--- config.mk ---
export PLATFORM = sky130hd
export DESIGN_NAME = pwm_pair_override
export DESIGN_NICKNAME = d
export VERILOG_FILES = /design/src/rtl/pwm_ovr_pkg.sv /design/src/rtl/ovr_shadow.sv /design/src/rtl/pair_mode_mux.sv /design/src/rtl/pair_dead_time.sv /design/src/rtl/pwm_pair_override.sv
export SDC_FILE = /design/constraint.sdc
export NUM_CORES = 1
export LEC_CHECK = 0
export BUFFER_PORTS_ARGS = -buffer_cell sky130_fd_sc_hd__buf_2
export CORE_ASPECT_RATIO = 1.4
export CORE_MARGIN = 2
export CORE_UTILIZATION = 45
export DETAILED_ROUTE_END_ITERATION = 8
export PLACE_DENSITY = 0.68
export SLEW_MARGIN = 40
export SYNTH_ARGS = -nofsm -noshare
export SYNTH_HDL_FRONTEND = slang
export SYNTH_SLANG_ARGS = --single-unit
export TNS_END_PERCENT = 30
--- constraint.sdc ---
create_clock -name clk -period 1.8 [get_ports clk]
set_input_delay 0.27 -clock clk [delete_from_list [all_inputs] [get_ports clk]]
set_output_delay 0.27 -clock clk [all_outputs]
set_load 0.02 [all_outputs]
--- src/rtl/pwm_ovr_pkg.sv ---
// Shared types and helpers for the PWM pair override logic.
// Assumes one override record per output pair.
package pwm_ovr_pkg;

    // Override controls that apply to a single high/low pair.
    typedef struct packed {
        logic en_hi;
        logic en_lo;
        logic lvl_hi;
        logic lvl_lo;
    } pin_ovr_t;

    // True when the time base offers an override reload point.
    function automatic logic sync_strobe(input logic center, input logic at_zero,
                                         input logic at_period);
        return at_zero | (center & at_period);
    endfunction

endpackage

--- src/rtl/ovr_shadow.sv ---
// Active copy of the override enable and level fields.
// Reloads on every clock when synchronisation is off, otherwise only at
// time-base reload points. Assumes strobes last one clock each.
module ovr_shadow
    import pwm_ovr_pkg::*;
#(
    parameter int PINS = 8
) (
    input  logic            clk,
    input  logic            rst_n,
    input  logic            sync_en,
    input  logic            center_mode,
    input  logic            tb_zero,
    input  logic            tb_period,
    input  logic [PINS-1:0] ovr_en_in,
    input  logic [PINS-1:0] ovr_lvl_in,
    output logic [PINS-1:0] act_en,
    output logic [PINS-1:0] act_lvl
);

    logic take;

    // Decide whether this edge reloads the active copy.
    always_comb begin
        take = !sync_en || sync_strobe(center_mode, tb_zero, tb_period);
    end

    // Hold or reload the active override fields.
    always_ff @(posedge clk) begin
        if (!rst_n) begin
            act_en  <= '0;
            act_lvl <= '0;
        end else if (take) begin
            act_en  <= ovr_en_in;
            act_lvl <= ovr_lvl_in;
        end
    end

    AST_SYNC_HOLD: assert property (@(posedge clk) disable iff (!rst_n)
        (sync_en && !tb_zero && !(center_mode && tb_period)) |=> ($stable(act_en) && $stable(act_lvl)));

    AST_NOSYNC_LOAD: assert property (@(posedge clk) disable iff (!rst_n)
        !sync_en |=> (act_en == $past(ovr_en_in) && act_lvl == $past(ovr_lvl_in)));

    AST_CENTER_PERIOD: assert property (@(posedge clk) disable iff (!rst_n)
        (sync_en && center_mode && tb_period) |=> (act_en == $past(ovr_en_in)));

endmodule

--- src/rtl/pair_mode_mux.sv ---
// Combinational mode and override selection for one pair.
// Produces the pair's drive signal and the requested pin levels before
// dead time. Assumes the override record is already the active copy.
module pair_mode_mux
    import pwm_ovr_pkg::*;
(
    input  logic     duty,
    input  logic     indep,
    input  pin_ovr_t ovr,
    output logic     drv,
    output logic     hi_req,
    output logic     lo_req
);

    // Select the drive and the requested high/low levels.
    always_comb begin
        drv    = ovr.en_hi ? ovr.lvl_hi : duty;
        hi_req = drv;
        if (indep) begin
            lo_req = ovr.en_lo ? ovr.lvl_lo : duty;
        end else begin
            lo_req = ovr.en_lo ? (ovr.lvl_lo & ~drv) : ~drv;
        end
    end

endmodule

--- src/rtl/pair_dead_time.sv ---
// Dead-time blanking and output registers for one pair.
// In complementary mode a change of the drive signal holds both pins at 0
// for dead_cnt cycles; independent mode passes the requests straight on.
module pair_dead_time #(
    parameter int DT_W = 6
) (
    input  logic            clk,
    input  logic            rst_n,
    input  logic            indep,
    input  logic            drv,
    input  logic            hi_req,
    input  logic            lo_req,
    input  logic [DT_W-1:0] dead_cnt,
    output logic            pin_hi,
    output logic            pin_lo
);

    logic            drv_q;
    logic [DT_W-1:0] remain;
    logic [DT_W-1:0] remain_nx;
    logic            flip;
    logic            blank;

    // Detect drive changes and work out the blanking window.
    always_comb begin
        flip = !indep && (drv != drv_q);
        if (indep) begin
            blank     = 1'b0;
            remain_nx = '0;
        end else if (flip) begin
            blank     = (dead_cnt != '0);
            remain_nx = blank ? dead_cnt - DT_W'(1) : '0;
        end else begin
            blank     = (remain != '0);
            remain_nx = blank ? remain - DT_W'(1) : '0;
        end
    end

    // Track the previous drive and the remaining blank cycles.
    always_ff @(posedge clk) begin
        if (!rst_n) begin
            drv_q  <= 1'b0;
            remain <= '0;
        end else begin
            drv_q  <= drv;
            remain <= remain_nx;
        end
    end

    // Register the pins, forcing both low while blanking.
    always_ff @(posedge clk) begin
        if (!rst_n) begin
            pin_hi <= 1'b0;
            pin_lo <= 1'b0;
        end else begin
            pin_hi <= hi_req & ~blank;
            pin_lo <= lo_req & ~blank;
        end
    end

    AST_DT_BLANK: assert property (@(posedge clk) disable iff (!rst_n)
        (flip && dead_cnt != '0) |=> (!pin_hi && !pin_lo));

    AST_NO_SHOOT: assert property (@(posedge clk) disable iff (!rst_n)
        !indep |=> !(pin_hi && pin_lo));

    AST_INDEP_PASS: assert property (@(posedge clk) disable iff (!rst_n)
        indep |=> (pin_hi == $past(hi_req) && pin_lo == $past(lo_req)));

    AST_DT_RELEASE: assert property (@(posedge clk) disable iff (!rst_n)
        (!indep && !flip && remain == '0) |=> (pin_hi == $past(hi_req)));

endmodule

--- src/rtl/pwm_pair_override.sv ---
// Top of the PWM pair override logic: one active override copy shared by
// all pairs, then per pair a mode/override mux and a dead-time stage.
// Override bit i is the low pin of pair i, bit NUM_PAIRS+i the high pin.
module pwm_pair_override
    import pwm_ovr_pkg::*;
#(
    parameter int NUM_PAIRS = 4,
    parameter int DT_W      = 6
) (
    input  logic                   clk,
    input  logic                   rst_n,
    input  logic [NUM_PAIRS-1:0]   duty_raw,
    input  logic [NUM_PAIRS-1:0]   indep_mode,
    input  logic [2*NUM_PAIRS-1:0] ovr_en,
    input  logic [2*NUM_PAIRS-1:0] ovr_lvl,
    input  logic [DT_W-1:0]        dead_cnt,
    input  logic                   sync_en,
    input  logic                   tb_zero,
    input  logic                   tb_period,
    input  logic                   center_mode,
    output logic [NUM_PAIRS-1:0]   pin_hi,
    output logic [NUM_PAIRS-1:0]   pin_lo
);

    localparam int PINS = 2 * NUM_PAIRS;

    logic [PINS-1:0] act_en;
    logic [PINS-1:0] act_lvl;

    ovr_shadow #(.PINS(PINS)) u_shadow (
        .clk        (clk),
        .rst_n      (rst_n),
        .sync_en    (sync_en),
        .center_mode(center_mode),
        .tb_zero    (tb_zero),
        .tb_period  (tb_period),
        .ovr_en_in  (ovr_en),
        .ovr_lvl_in (ovr_lvl),
        .act_en     (act_en),
        .act_lvl    (act_lvl)
    );

    for (genvar p = 0; p < NUM_PAIRS; p++) begin : g_pair
        pin_ovr_t pov;
        logic     drv;
        logic     hi_req;
        logic     lo_req;

        // Gather this pair's override bits from the shared fields.
        always_comb begin
            pov.en_hi  = act_en[NUM_PAIRS+p];
            pov.en_lo  = act_en[p];
            pov.lvl_hi = act_lvl[NUM_PAIRS+p];
            pov.lvl_lo = act_lvl[p];
        end

        pair_mode_mux u_mux (
            .duty  (duty_raw[p]),
            .indep (indep_mode[p]),
            .ovr   (pov),
            .drv   (drv),
            .hi_req(hi_req),
            .lo_req(lo_req)
        );

        pair_dead_time #(.DT_W(DT_W)) u_dt (
            .clk     (clk),
            .rst_n   (rst_n),
            .indep   (indep_mode[p]),
            .drv     (drv),
            .hi_req  (hi_req),
            .lo_req  (lo_req),
            .dead_cnt(dead_cnt),
            .pin_hi  (pin_hi[p]),
            .pin_lo  (pin_lo[p])
        );
    end

    AST_RESET_IDLE: assert property (@(posedge clk)
        !rst_n |=> (pin_hi == '0 && pin_lo == '0));

endmodule

==> key figures <==
Status
  • Status: complete, no violations

STA
  • Layout Skew: approximately 0.0095 ns
  • Relative slew slack: between 70 and 80%
  • Max Clock Freq: approximately 590 MHz
  • Setup Total Neg Slack: 0 ns
  • Worst-Margin Slew: about 0.42 ns
  • Fin Hold WS: between 0.15 and 0.2 ns
  • Final setup fails: 0
  • Hold Violations, Final: 0
  • Max Slew Vio Count: 0
  • RSZ-0062 raised after global routing: false
  • PnR worst setup slack: approximately 0.10 ns
  • Final min period: between 1.5 and 2 ns
  • Fin crit share: between 90% and 100%

Power and ir drop
  • Power, Total: about 2900 uW
  • Max VDD drop: around 640 uV
  • Power Density: roughly 940 nW/um^2
  • Leakage: between 0.001 and 0.0015 uW

Worst setup path
  • Cell Chain, Critical Path: mux2i_2 -> mux2_4 -> or3_1 -> a21oi_1
  • Req. time, crit path: ~2 ns
  • CP max stage delay: 0.40 ns
  • CP arrival: between 1.5 and 2 ns
  • CP max FO: 12
  • Crit start category: flip-flop
  • Crit path kind: reg -> reg
  • Slowest cell on the critical path: mux2_4
  • Worst Setup End Kind: flip-flop

GRT
  • Pin count of the biggest net entering global routing: 17
  • Busiest metal layer after global routing: met2
  • Met1 Resource Use GR: between 10% and 20%
  • GR Util met2: approximately 34%
  • GR Util All Layers: 17.5%
  • Vias in the first global route: about 2,200
  • GRT met3 Usage: roughly 1.9%
  • First-pass GRT wire length: 9.50 mm
  • Grt total ovfl: 0
  • Initial antenna violation count: 0

Routing
  • Post-DR wirelength/cell: approximately 13 um
  • Via density: ~5.4
  • Via Count: between 2,000 and 2,500
  • Remaining antenna violation count after routing: 0
  • DRC Markers: 0
  • DRT Pass-1 Iters: 4
  • DRT iter0 DRCs: just over 100
  • Total Wirelength: 5.65 mm

Synth
  • Synth Warn #: 0
  • Cell with the most instances after synthesis: dfxtp_1
  • Primary FF master, synth: dfxtp_1
  • Syn nets: ~350
  • Yosys top cell by area: dfxtp_1
  • Top cells by count, synth: dfxtp_1 (52), nor2_1 (43), mux2i_1 (26)
  • #FFs+latches synth: 52
  • Synth Cell Area: 2750 sq um
  • Post-synth EDFFs: 0
  • Synth top area cells: dfxtp_1 (38%), mux2i_1 (9.5%), nor2_1 (5.9%), ha_1 (4.5%), buf_4 (2.7%)
  • Mean Syn Cell Area: ~9 sq um
  • Seq/Total Area, Yosys: a little under two fifths
  • Ys async rst share: 0%
  • Synth top area share: between 30% and 40%
  • Cell variety after synth: 46
  • Syn Inst Count: around 300

Floorplanning
  • Ports: 44
  • Die area: 6760 sq um
  • Core ar.: between 5000 and 6000 sq um
  • Die Ht: 96.5 um
  • Starting density of the core: between 40% and 50%
  • Row cnt: 33
  • Die width: 70.1 um

Cells and area
  • Final #Nets: a little under 400
  • Share of layout cells above drive strength 1: between 20% and 30%
  • Antenna Cells: 0
  • Layout Utilization: between 50% and 60%
  • FILL cells: around 560
  • Layout overhead on the synthesized area: 13.4%

Clock network
  • H-tree lvl count: 2
  • CTS root buffer: clkbuf_8
  • Num CTS Buffers: 5
  • CTS Buffer Depth: 2
  • Clock Sink Count: 52
  • Clk Latency, worst-skew pair: around 0.31 ns
  • Clock-pin slew on the worst setup and hold paths: roughly 0.10 ns
  • CTS tree: built
  • CTS Hold Buffers Added: 0

Place
  • Dpl hpwl: approximately 4.4 mm
  • Setup WS pre-CTS: about 0.071 ns
  • GP Congestion: approximately 0.79
  • IO buf count: 43

Min path
  • Hold Crit Class: in -> reg

Run
  • Max-Cap Viols: 0
## path summary, 6_finish.rpt
check                                            from                                  end  slack, ns  depth (start not counted)
setup / recovery      u_shadow.act_en[6]$_SDFFE_PN0P_  g_pair[2].u_dt.remain[2]$_SDFF_PP0_       0.10                          4
hold / removal                             ovr_lvl[6]     u_shadow.act_lvl[6]$_SDFFE_PN0P_       0.18                          3
setup reg to reg      u_shadow.act_en[6]$_SDFFE_PN0P_  g_pair[2].u_dt.remain[2]$_SDFF_PP0_       0.10                          4
hold reg to reg   g_pair[0].u_dt.remain[0]$_SDFF_PP0_  g_pair[0].u_dt.remain[0]$_SDFF_PP0_       0.48                          1
## cells by family (layout without fill, tap and decap cells)
family / after synthesis / count (layout) / share of synthesized area (%)
and+or+nand+nor: 123 / 123 / 23.3
DFF: 52 / 52 / 37.9
AOI/OAI and AO/OA: 44 / 44 / 11.6
muxes: 32 / 32 / 12.4
buffers and inverters: 31 / 77 / 6.23
xor gates and xnor gates: 13 / 13 / 4.14
adders and majority gates: 10 / 10 / 4.55
## state kept, by name, summed over array words and instances (netlist names)
register,flops
g_pair.u_dt.pin_lo,4
g_pair.u_dt.remain,24
g_pair.u_dt.pin_hi,4
g_pair.u_dt.drv_q,4
u_shadow.act_lvl,8
u_shadow.act_en,8
## final cells by class
cell class | instances | area [sq um] | share of cell area, %
clock buffers | 6 | 82.6 | 2.65
well taps | 70 | 87.6 | 2.81
clock inverters | 2 | 10.0 | 0.321
repair buffers | 54 | 298 | 9.55
inverters | 15 | 56.3 | 1.81
flip-flops and latches | 52 | 1040 | 33.4
multi-input cells | 222 | 1540 | 49.5
## power by group
group	leakage, uW	switching [uW]	internal (uW)	total [uW]
combinational	0.000844	471	417	887
clock	0.0000510	384	308	692
sequential	0.000429	88.1	1270	1360
total	0.00132	943	1990	2940
## stage by stage
step                instance area, sq um  instances
finish                              3120        421
global route                        3120        421
CTS                                 3110        421
detailed placement                  3020        413
global placement                    3020        413
floorplan                           2750        305
## cells in the final DEF (no fill, tap or decap), drive strengths merged, types with 5 or more instances in the layout
cell,netlist,layout
a2111oi,5,5
a211oi,6,6
a21oi,10,10
buf,15,54
clkbuf,1,6
dfxtp,52,52
ha,10,10
inv,14,14
mux2i,28,28
nand2,18,18
nand2b,12,12
nand4,8,8
nor2,43,43
nor2b,5,5
nor3,10,10
o21ai,5,5
o32ai,7,7
or3,5,5
xnor2,6,6
xor2,7,7
## layer usage
metal	part of all wire, %	vias to the layer above
li1	-	1154
met3	2.7	5
met4	1.2	0
met5	0	-
met1	42	1061
met2	54	38
## critical path, delay by kind of cell, from the launching register on
family | cells | cell delay (ns)
compound gates | 1 | 0.15
mux | 2 | 0.73
simple gates | 1 | 0.38
flops | 1 | 0.37
## repair_timing
| item | in CTS | in global routing |
|---|---|---|
| gates resized for setup | 0 | 1 |
| buffers inserted | 0 | 0 |
| setup endpoints to repair | 0 | 1 |
No activity file was read; power rests on OpenSTA's default activity.
